<file path="src/rtl/circ_pkg.sv">
package circ_pkg;
  // Strobes from the sequencer to the arithmetic datapath
  typedef struct packed {
    logic load;
    logic advX;
    logic advY;
  } dpCmd_t;
endpackage

</file>
<file path="src/rtl/circ_datapath.sv">
module circ_datapath
  import circ_pkg::*;
#(
  parameter int COORD_W = 8
) (
  input  logic               clk,
  input  logic               rst,
  input  dpCmd_t             cmd,
  input  logic [COORD_W-1:0] startX,
  input  logic [COORD_W-1:0] startY,
  input  logic [COORD_W-1:0] endX,
  input  logic [COORD_W-1:0] endY,
  input  logic [COORD_W-1:0] radius,
  output logic [COORD_W-1:0] curX,
  output logic [COORD_W-1:0] curY,
  output logic               stepX,
  output logic               stepY,
  output logic               loadAtEnd,
  output logic               pickX,
  output logic               pickY,
  output logic               moveFinal
);
  localparam int SQ_W  = 2 * COORD_W;
  localparam int ERR_W = SQ_W + 3;
  localparam int PAD   = ERR_W - SQ_W;
  localparam int LIFT  = ERR_W - COORD_W - 1;

  typedef logic signed [ERR_W-1:0] err_t;
  localparam err_t ONE = err_t'(1);

  function automatic logic [ERR_W-1:0] mag(input err_t v);
    return v[ERR_W-1] ? ERR_W'(-v) : ERR_W'(v);
  endfunction

  // Squares are formed only when an arc is loaded
  logic [SQ_W-1:0] sqX, sqY, sqR;
  assign sqX = {{COORD_W{1'b0}}, startX} * {{COORD_W{1'b0}}, startX};
  assign sqY = {{COORD_W{1'b0}}, startY} * {{COORD_W{1'b0}}, startY};
  assign sqR = {{COORD_W{1'b0}}, radius} * {{COORD_W{1'b0}}, radius};

  err_t errAcc, errInit, twoX, twoY, errX, errY, errD;
  logic [ERR_W-1:0] magX, magY, magD;
  logic [COORD_W-1:0] endXq, endYq, nextX, nextY;
  logic xAtEnd, yAtEnd;

  assign errInit = $signed({{PAD{1'b0}}, sqX}) + $signed({{PAD{1'b0}}, sqY})
                 - $signed({{PAD{1'b0}}, sqR});

  // Incremental error of the three candidate points
  assign twoX = $signed({{LIFT{1'b0}}, curX, 1'b0});
  assign twoY = $signed({{LIFT{1'b0}}, curY, 1'b0});
  assign errX = errAcc + twoX + ONE;
  assign errY = errAcc - twoY + ONE;
  assign errD = errX - twoY + ONE;
  assign magX = mag(errX);
  assign magY = mag(errY);
  assign magD = mag(errD);

  assign xAtEnd    = curX >= endXq;
  assign yAtEnd    = curY <= endYq;
  assign loadAtEnd = (startX >= endX) && (startY <= endY);

  always_comb begin
    pickX = 1'b0;
    pickY = 1'b0;
    if (xAtEnd && yAtEnd) begin
      pickX = 1'b0;
    end else if (xAtEnd) begin
      pickY = 1'b1;
    end else if (yAtEnd) begin
      pickX = 1'b1;
    end else if (magD <= magX && magD <= magY) begin
      pickX = 1'b1;
      pickY = 1'b1;
    end else if (magX <= magY) begin
      pickX = 1'b1;
    end else begin
      pickY = 1'b1;
    end
  end

  assign nextX     = pickX ? curX + 1'b1 : curX;
  assign nextY     = pickY ? curY - 1'b1 : curY;
  assign moveFinal = (nextX >= endXq) && (nextY <= endYq);

  always_ff @(posedge clk) begin
    if (rst) begin
      curX   <= '0;
      curY   <= '0;
      endXq  <= '0;
      endYq  <= '0;
      errAcc <= '0;
      stepX  <= 1'b0;
      stepY  <= 1'b0;
    end else begin
      stepX <= cmd.advX;
      stepY <= cmd.advY;
      if (cmd.load) begin
        curX   <= startX;
        curY   <= startY;
        endXq  <= endX;
        endYq  <= endY;
        errAcc <= errInit;
      end else begin
        if (cmd.advX) curX <= curX + 1'b1;
        if (cmd.advY) curY <= curY - 1'b1;
        case ({cmd.advX, cmd.advY})
          2'b11:   errAcc <= errD;
          2'b10:   errAcc <= errX;
          2'b01:   errAcc <= errY;
          default: errAcc <= errAcc;
        endcase
      end
    end
  end

  // every X pulse moves the point by exactly one unit
  p_unit_step_x_r4: assert property (@(posedge clk) disable iff (rst)
    stepX |-> curX == $past(curX) + 1'b1);
  // every Y pulse moves the point down by exactly one unit
  p_unit_step_y_r4: assert property (@(posedge clk) disable iff (rst)
    stepY |-> curY == $past(curY) - 1'b1);
  // the point never leaves the box bounded by the end point
  p_in_box_r6: assert property (@(posedge clk) disable iff (rst)
    curX <= endXq && curY >= endYq);
endmodule

</file>
<file path="src/rtl/circ_control.sv">
module circ_control
  import circ_pkg::*;
(
  input  logic   clk,
  input  logic   rst,
  input  logic   startPulse,
  input  logic   tick,
  input  logic   loadAtEnd,
  input  logic   pickX,
  input  logic   pickY,
  input  logic   moveFinal,
  output dpCmd_t cmd,
  output logic   busy,
  output logic   done
);
  logic advance;

  assign advance  = busy & tick;
  assign cmd.load = startPulse & ~busy;
  assign cmd.advX = advance & pickX;
  assign cmd.advY = advance & pickY;

  always_ff @(posedge clk) begin
    if (rst) begin
      busy <= 1'b0;
      done <= 1'b0;
    end else begin
      done <= (cmd.load & loadAtEnd) | (advance & moveFinal);
      if (cmd.load)                busy <= ~loadAtEnd;
      else if (advance & moveFinal) busy <= 1'b0;
    end
  end

  // done only appears once the arc has been retired
  p_done_idle_r7: assert property (@(posedge clk) disable iff (rst)
    done |-> !busy);
  // a tick while busy always finds a legal move
  p_tick_moves_r3: assert property (@(posedge clk) disable iff (rst)
    busy && tick |-> (pickX || pickY));
endmodule

</file>
<file path="src/rtl/arc_stair_interp.sv">
module arc_stair_interp
  import circ_pkg::*;
#(
  parameter int COORD_W = 8
) (
  input  logic               clk,
  input  logic               rst,
  input  logic               startPulse,
  input  logic               tick,
  input  logic [COORD_W-1:0] startX,
  input  logic [COORD_W-1:0] startY,
  input  logic [COORD_W-1:0] endX,
  input  logic [COORD_W-1:0] endY,
  input  logic [COORD_W-1:0] radius,
  output logic               stepX,
  output logic               stepY,
  output logic [COORD_W-1:0] curX,
  output logic [COORD_W-1:0] curY,
  output logic               busy,
  output logic               done
);
  dpCmd_t cmd;
  logic   loadAtEnd, pickX, pickY, moveFinal;

  circ_control u_ctrl (
    .clk       (clk),
    .rst       (rst),
    .startPulse(startPulse),
    .tick      (tick),
    .loadAtEnd (loadAtEnd),
    .pickX     (pickX),
    .pickY     (pickY),
    .moveFinal (moveFinal),
    .cmd       (cmd),
    .busy      (busy),
    .done      (done)
  );

  circ_datapath #(.COORD_W(COORD_W)) u_dp (
    .clk      (clk),
    .rst      (rst),
    .cmd      (cmd),
    .startX   (startX),
    .startY   (startY),
    .endX     (endX),
    .endY     (endY),
    .radius   (radius),
    .curX     (curX),
    .curY     (curY),
    .stepX    (stepX),
    .stepY    (stepY),
    .loadAtEnd(loadAtEnd),
    .pickX    (pickX),
    .pickY    (pickY),
    .moveFinal(moveFinal)
  );

  // step pulses only follow a tick taken while busy
  p_step_after_tick_r3: assert property (@(posedge clk) disable iff (rst)
    (stepX || stepY) |-> $past(tick && busy));
  // done coincides with the end point (end inputs held during an arc)
  p_done_at_end_r7: assert property (@(posedge clk) disable iff (rst)
    done |-> (curX == endX && curY == endY));
  // a start strobe during an arc does not reload the point
  p_busy_start_ignored_r2: assert property (@(posedge clk) disable iff (rst)
    busy && startPulse && !tick |=> (curX == $past(curX) && curY == $past(curY) && busy));
endmodule

</file>
<file path="config.mk">
export PLATFORM = sky130hd
export DESIGN_NAME = arc_stair_interp
export DESIGN_NICKNAME = d
export VERILOG_FILES = /design/src/rtl/circ_pkg.sv /design/src/rtl/circ_datapath.sv /design/src/rtl/circ_control.sv /design/src/rtl/arc_stair_interp.sv
export SDC_FILE = /design/constraint.sdc
export NUM_CORES = 1
export LEC_CHECK = 0
export BUFFER_PORTS_ARGS = -buffer_cell sky130_fd_sc_hd__buf_2
export CAP_MARGIN = 20
export CORE_AREA = 2 2 182 184
export DETAILED_ROUTE_END_ITERATION = 7
export DIE_AREA = 0 0 184 186
export GPL_TIMING_DRIVEN = 0
export PLACE_DENSITY_LB_ADDON = 0.05
export SLEW_MARGIN = 20
export SYNTH_ARGS = -nofsm -noshare
export SYNTH_HDL_FRONTEND = slang
export SYNTH_SLANG_ARGS = --single-unit
export TNS_END_PERCENT = 30
</file>
<file path="constraint.sdc">
create_clock -name clk -period 15.4 [get_ports clk]
set_input_delay 2.31 -clock clk [delete_from_list [all_inputs] [get_ports clk]]
set_output_delay 2.31 -clock clk [all_outputs]
set_load 0.05 [all_outputs]
</file>
==> Word level (Yosys, flattened, before mapping) <==
Index checks and enable logic that the tools add are counted.
{ "totals": {"input_bits": 44, "word_cells": 77, "register_bits": 55, "output_inout_bits": 20} }
{ "classes": {"magnitude_cmp": 9, "n_reduce_logical": 8, "muxes": 23, "bitwise": 9, "eq_ne": 3, "addsub": 13, "multipliers": 3} }
{ "ops": {"columns": ["op", "count"], "rows": [
  ["19-bit 2-to-1 mux", 4],
  ["19-bit by 2-bit adder with 19-bit output (second input constant)", 3],
  ["19-bit less-or-equal comparator", 3],
  ["19-bit negation", 3],
  ["19-bit case mux with 3 select lines", 1],
  ["8-bit by 8-bit multiplier with 16-bit output", 3],
  ["8-bit 2-to-1 mux", 6],
  ["19-bit by 10-bit subtractor with 19-bit output", 2],
  ["8-bit greater-or-equal comparator", 3],
  ["8-bit less-or-equal comparator", 3],
  ["19-bit by 10-bit adder with 19-bit output", 1],
  ["19-bit by 17-bit subtractor with 19-bit output", 1],
  ["16-bit by 16-bit adder with 17-bit output", 1],
  ["1-bit 2-to-1 mux", 12],
  ["8-bit by 1-bit adder with 8-bit output (second input constant)", 1],
  ["8-bit by 1-bit subtractor with 8-bit output (second input constant)", 1],
  ["1-bit bitwise AND", 6],
  ["2-bit nonzero test", 3],
  ["2-bit == test (second input constant)", 2],
  ["1-bit logical AND", 4],
  ["4-bit nonzero test", 1],
  ["2-bit by 1-bit == test with 1-bit output (second input constant)", 1],
  ["1-bit NOT", 2],
  ["1-bit bitwise OR", 1]
]} }

==> Longest topological paths before layout <==
Gate-level depths: netlist of the first run.
{ "depth": {"ltp_word": 18, "ltp_mapped": 41, "mapped_depth_nobuf": 41} }

==> Hierarchy <==
From an unflattened synthesis of the first run, not the netlist that was laid out.
{ "hier_totals": {"hier_cells": 1773, "area_unflattened_um2": 14659.1} }
{ "modules_own_cells": {"columns": ["mod", "seq_area_each_um2", "instances", "area_per_inst_um2", "cells_per_inst"], "rows": [
  ["circ_datapath", 1061.0, 1, 14556.5, 1761],
  ["circ_control", 40.0, 1, 102.6, 12]
]} }

==> Worst setup path after synthesis of the first run <==
Ideal clock, no wire load.
{ "synth_path": {"kind": "input port to flip-flop", "start": "input port startX[5]", "end": "register u_dp.errAcc[16]", "setup_ns": 0.132, "required_time_ns": 15.268, "cell_stages": 29, "path_buffers": 1, "path_slack_ns": 6.860, "arrival_ns": 8.408, "path_cell_list": "clkbuf_1 -> nand2_1 -> inv_1 -> fa_1 -> inv_1 -> fa_1 -> inv_1 -> fa_1 -> fa_1 -> fa_1 -> fa_1 -> ha_1 -> o21ai_0 -> a21boi_0 -> o21ai_0 -> a21boi_0 -> o21ai_0 -> nand2_1 -> a21o_1 -> nand2_1 -> nand2_1 -> xor2_1 -> ha_1 -> a21oi_1 -> o21ai_0 -> a31oi_1 -> xnor2_1 -> a2bb2oi_1 -> a21oi_1"} }
{ "synth_via": {"elab_chain_cells": 4} }
{ "synth_rtl": {"columns": ["item", "line", "source"], "rows": [
  ["from (decl)", "arc_stair_interp.sv:10", "input logic [COORD_W-1:0] startX,"],
  ["8-bit by 8-bit multiplier with 16-bit output", "circ_datapath.sv:37", "assign sqX = {{COORD_W{1'b0}}, startX} * {{COORD_W{1'b0}}, startX};"],
  ["16-bit by 16-bit adder with 17-bit output", "circ_datapath.sv:46", "assign errInit = $signed({{PAD{1'b0}}, sqX}) + $signed({{PAD{1'b0}}, sqY})"],
  ["19-bit by 17-bit subtractor with 19-bit output", "circ_datapath.sv:47", "- $signed({{PAD{1'b0}}, sqR});"],
  ["19-bit 2-to-1 mux", "circ_datapath.sv:98", "if (cmd.load) begin"],
  ["to (signal assigned)", "circ_datapath.sv:103", "errAcc <= errInit;"],
  ["to (signal assigned)", "circ_datapath.sv:108", "2'b11: errAcc <= errD;"],
  ["to (signal assigned)", "circ_datapath.sv:109", "2'b10: errAcc <= errX;"],
  ["to (decl)", "circ_datapath.sv:41", "err_t errAcc, errInit, twoX, twoY, errX, errY, errD;"]
]} }
Every way passes these cells.
A chain may end at the register's enable or synchronous reset.

==> out/metrics.yaml, run 1 <==
status: "completed"
fillers: 3288
yosysWarnings: 0
start_util: 0.447
maxCapViolCount: 0
postRouteAntennaNets: 0
crit_top_cell: "ha_1"
antenna_found_initial: 1
netlist_area_um2: 14400
post_cts_buffers: 0
drc: 0
htreeDepth: 2
required_ps: 15620
dp_hpwl_um: 34500
yosysTopAreaCellShare: 0.242
core-area_um2: 32200
io_buffer_count: 61
finalNetCount: 2270
cp_max_fo: 10
ys_async_sr_fraction: 0
cts_num_sinks: 55
fin_cells: 2252
path_buf_inv: 6
period_share: 0.640
fmax_mhz: 101
synth_largest_area_cell: "ha_1"
drive_gt1_frac: 0.0640
synth_cell_types: 82
clk_path_buf_depth: 2
design_area_um2: 15300
tightest_slew_ps: 1180
placed_cell_area_um2: 15200
dp.cells: 2245
hold_viol: 0
drtPass1Iterations: 5
wl_per_cell_um: 17.8
ys.flop_type: "dfxtp_1"
ctsResizeCount: 0
num_antenna_cells: 0
areaGrowthSynthToFinish_pct: 6.66
crit_type: "register to register"
track_usage: 0.245
skew_ps: 16.5
grt_pass1_vias: 12500
finalSetupTns_ps: 0
end_kind: "register"
clkTransAtPathRegs_ps: 80
boundaryPins: 64
grt_max_degree: 18
synth_edf_count: 0
crit_cells: 37
avgSynthCellArea_um2: 8.10
cp_top_family: "compound AO/OA/AOI/OAI gates"
yosys_register_bits: 55
synthCells: 1776
cts_buffers: 5
overflow: 0
slew_violations: 0
die_h_um: 186
period_minus_slack_ps: 9850
cp_slowest_cell: "xor2_2"
cts_tree: "built"
seq_area_frac_synth: 0.0766
min_path_type: "register to register"
worstPathArrival_ps: 10070
cp_slowest_stage_delay_ps: 540
max_slew_margin: 0.211
routed_wl_um: 40200
clockRootBuffer: "clkbuf_16"
grt_pass1_wl_um: 65500
hold_buffers: 0
clk_latency_ps: 320
chipWidth_um: 184
viasPerCell: 5.53
worstRegToRegCells: 37
via_count: 12500
rows: 66
rsz0062_at_grt: "false"
drtIter0Drc: 686
cp-start-kind: "register"
whs_path_depth: 2
gp_congestion: 0.889
ys_top_cells_by_area: "ha_1, fa_1, xnor2_1"
syn_nets: 2202
die-area_um2: 34200
setup_viol: 0
tightest hold or removal path, cell delays in order (launching register included):
cell     delay (ps)
dfxtp_1         320
nand2_1          50
a21oi_1          50
cells in the mapped netlist, drive strengths merged, types with 19 or more instances:
library cell / n
inv: 241
and3: 19
xor2: 36
ha: 278
nor2: 97
xnor2: 132
a21oi: 122
a21o: 48
clkbuf: 37
nor2b: 26
nand3: 33
and2: 53
nand2: 139
dfxtp: 55
fa: 104
nor3: 33
nand2b: 22
a221oi: 22
o21ai: 66
cells in the final DEF (no fill, tap or decap), drive strengths merged, types with 7 or more instances in the layout:
master and instances:
nor3 33, a221oi 22, clkbuf 42, nor4 10, a21o 48, a21oi 122
xor2 36, nand2b 22, o211ai 13, o21ai 66, nor3b 10, inv 242
ha 278, xnor2 132, nor2 97, nand2 139, nand4 12, and2 53
o31ai 7, buf 74, dfxtp 55, and3 19, o21a 15, a31oi 16
nor2b 26, nand3b 7, a211oi 16, a211o 7, nand3 33, fa 104
or2 8
worst paths after layout:
check,startpoint,end,slack (ps)
worst max-delay path,u_dp.curX[0],u_dp.errAcc[17],5550
worst min-delay path,u_dp.endYq[5],u_dp.endYq[5],460
worst max register to register,u_dp.curX[0],u_dp.errAcc[17],5550
worst min register to register,u_dp.endYq[5],u_dp.endYq[5],460
sequential cells by signal, summed over array words and instances (netlist names):
name	flops
u_dp.errAcc	19
u_dp.curX	8
u_dp.curY	8
u_dp.endXq	8
u_dp.endYq	8
u_ctrl.busy	1
u_ctrl.done	1
u_dp.stepX	1
u_dp.stepY	1
metal layers:
metal  GRT usage  vias to the layer above  part of all wire
li1            -                     6229                 -
met1       0.323                     6002              0.47
met2       0.437                      190              0.49
met3      0.0198                       35             0.030
met4      0.0512                        0             0.017
met5           0                        -                 0
cell families after synthesis:
| family | after synthesis | synth area share |
|---|---|---|
| AOI/OAI and AO/OA | 392 | 0.183 |
| xor gates and xnor gates | 168 | 0.105 |
| adders and majority gates | 382 | 0.387 |
| buffers and inverters | 291 | 0.0774 |
| DFF | 55 | 0.0766 |
| muxes | 3 | 0.00235 |
| and+or+nand+nor | 485 | 0.169 |
cell type report:
cell class	count	area (µm²)	area share
flip-flops and latches	55	1100	0.0718
clock buffers	5	125	0.00816
plain buffers	50	209	0.0136
inverters	241	905	0.0590
repair buffers	61	305	0.0199
well taps	408	510	0.0333
clock inverters	2	16.3	0.00106
multi-input cells	1430	12200	0.793
stage by stage:
stage / worst slack (ps) / utilization / hold slack, ps
after floorplan: 6860 / - / 436
after global placement: 5640 / 0.472 / 445
after detailed placement: 5630 / 0.472 / 450
after CTS: 5560 / 0.476 / 462
after global routing: 4880 / 0.476 / 488
final: 5550 / 0.476 / 461
Power of run 1 is left out: the tool's default activity adds up to more than one toggle a clock period on the data nets, which glitch-free logic cannot reach.
==> run 2, diff against run 1 <==
Settings changed: ABC_AREA set to 1, CORE_AREA 2 2 182 184 to 2 2 187 189, DIE_AREA 0 0 184 186 to 0 0 189 191.
Clock period 15.4 ns to 8.2 ns, I/O delays scaled along.
==> out/metrics.yaml, run 2 <==
status: "completed"
drtPass1Iterations: 5  # unchanged
required_ps: 8450  # -7170 ps
finalNetCount: 2701  # +19%
drive_gt1_frac: 0.0681  # +0.00411
yosys-top-cells-count: "inv_1, nand2_1, ha_1"
crit_type: "input port to register"
holdWs_ps: 517  # +55.9 ps
areaGrowthSynthToFinish_pct: 7.70
cp_slowest_stage_delay_ps: 530  # about the same
viasPerCell: 5.15  # -6.8%
synth_largest_area_cell: "ha_1"
clkTransAtPathRegs_ps: 90  # about the same
yosysTopAreaCellShare: 0.229  # -0.0125
synth_compound_area_frac: 0.133  # -0.0500
whs_path_depth: 2  # unchanged
skew_ps: 21.1  # +4.60 ps
drtIter0Drc: 893  # +30%
drc: 0  # unchanged
via_count: 14100  # +13%
seqCellArea_um2: 1120  # +1.4%
postRouteAntennaNets: 0  # unchanged
yosysMostFrequentCell: "inv_1"
synth_top_family_by_area: "adder cells"
dp_slack_ps: -274  # -5910 ps
cp_max_fo: 10  # unchanged
yosysWarnings: 0  # unchanged
use_met3: 0.0163  # -0.00342
tightest_slew_ps: 739  # -437 ps
multi_input_area_um2: 12200  # +0.42%
ys_top_cells_by_area: "ha_1, fa_1, inv_1"
use_met2: 0.448  # +0.0112
setup_viol: 0  # unchanged
cts_num_sinks: 55  # unchanged
avgSynthCellArea_um2: 6.82  # -16%
top_usage_layer: "met2"
worstRegToRegCells: 51  # +38%
overflow: 0  # unchanged
ys.flop_type: "dfxtp_1"
synth_cell_types: 55  # -33%
grt_pass1_wl_um: 73100  # +12%
cp-start-kind: "input port"
htreeDepth: 2  # unchanged
track_usage: 0.257  # +0.0118
chipWidth_um: 189  # +2.7%
ys_async_sr_fraction: 0  # unchanged
boundaryPins: 64  # unchanged
clk_path_buf_depth: 2  # unchanged
end_kind: "register"
maxCapViolCount: 0  # unchanged
cp_slowest_cell: "fa_1"
period_share: 0.939
fmax_mhz: 130
final_cell_mix: "inv_1, nand2_1, ha_1, a21oi_1, nor2_1"
cts_tree: "built"
seq_area_frac_synth: 0.0726  # -0.00395
syn_nets: 2649  # +20%
period_minus_slack_ps: 7700
use_met1: 0.351  # +0.0282
synth_adder_area_share: 0.367  # -0.0200
setup_ws_ps: 504  # -5040 ps
largest_register_ffs: 19  # unchanged
rows: 68  # +3.0%
synthXorXnorAreaFrac: 0.0792  # -0.0260
max_slew_margin: 0.506  # +0.295
grt_pass1_vias: 14000  # +11%
netlist_area_um2: 15200  # +5.4%
synth-simple-area-share: 0.214  # +0.0448
start_util: 0.444  # -0.00207
wl_per_cell_um: 16.6  # -7.2%
gp_congestion: 0.967  # +8.8%
grt_max_degree: 19  # +1
synthCells: 2223  # +25%
synthMuxAreaShare: 0.00149  # -0.000864
worstPathArrival_ps: 7940  # -2130 ps
clk_latency_ps: 320  # about the same
slew_violations: 0  # unchanged
top_register: "u_dp.errAcc"
dp.cells: 2737  # +22%
hold_viol: 0  # unchanged
die_h_um: 191  # +2.7%
clockRootBuffer: "clkbuf_16"
final_common_cell: "inv_1"
dp_hpwl_um: 39700  # +15%
synth_edf_count: 0  # unchanged
yosys_register_bits: 55  # unchanged
io_buffer_count: 59  # -3.3%
min_path_type: "register to register"
cts_buffers: 5  # unchanged
num_antenna_cells: 0  # unchanged
antenna_found_initial: 0  # -1
routed_wl_um: 45200  # +13%
fin_cells: 2731  # +21%
core-area_um2: 34100  # +5.9%
fillers: 3658  # +11%
die-area_um2: 36100  # +5.5%
finalSetupTns_ps: 0  # unchanged
==> run 2: changes by cell type in the layout (fill, tap and decap cells not counted), moves of 49 or more <==
| cell | change |
|---|---|
| nand2_1 | +298 |
| inv_1 | +235 |
| xnor2_1 | -106 |
| xor2_1 | +66 |
| and2_1 | -49 |
==> run 2: kinds of logic after synthesis <==
| group | after synthesis |
|---|---|
| compound gates | 358 |
| fa+ha+maj | 382 |
| flops | 55 |
| buf+inv | 533 |
| mux | 2 |
| xor+xnor | 135 |
| simple gates | 758 |
==> run 2: metrics by stage <==
stage	cell area, µm²	util
after floorplan	15200	-
after global placement	16000	0.470
after detailed placement	16000	0.470
after CTS	16200	0.476
after global routing	16300	0.479
final	16300	0.479
==> run 2: routing by layer <==
metal,part of all wire,up-vias
li1,-,7184
met3,0.036,37
met4,0.013,0
met1,0.47,6621
met5,0,-
met2,0.48,231
==> run 2: repair_timing <==
item,in CTS,in global routing
hold buffers,0,0
endpoints found under the setup margin,10,21
buffers inserted,0,0
resized for setup,7,48
pin swaps,0,4
gates cloned,0,0
==> run 2: final timing paths <==
path / startpoint / slack, ps / to
setup / recovery: startX[6] / 500 / u_dp.errAcc[13]
hold / removal: u_ctrl.busy / 520 / u_ctrl.busy
hold reg to reg: u_ctrl.busy / 520 / u_ctrl.busy
setup reg to reg: u_dp.curX[2] / 510 / u_ctrl.busy
==> run 2: critical path, delay by kind of cell <==
kind	cells	cell delay, ps
AO/OA/AOI/OAI	8	1070
adder cells (fa/ha/maj)	8	3780
buffers and inverters	7	590
AND/OR/NAND/NOR	8	1100
XOR/XNOR	1	150
==> run 2: area by class of cell <==
cell class / count / share of cell area
buffer: 40 / 0.0110
clock buffer: 6 / 0.00850
clock inverter: 2 / 0.00107
inverter: 479 / 0.110
multi-input combinational: 1635 / 0.748
sequential: 55 / 0.0683
tap: 455 / 0.0349
timing repair buffer: 59 / 0.0181
Power of run 2 is left out for the same reason.
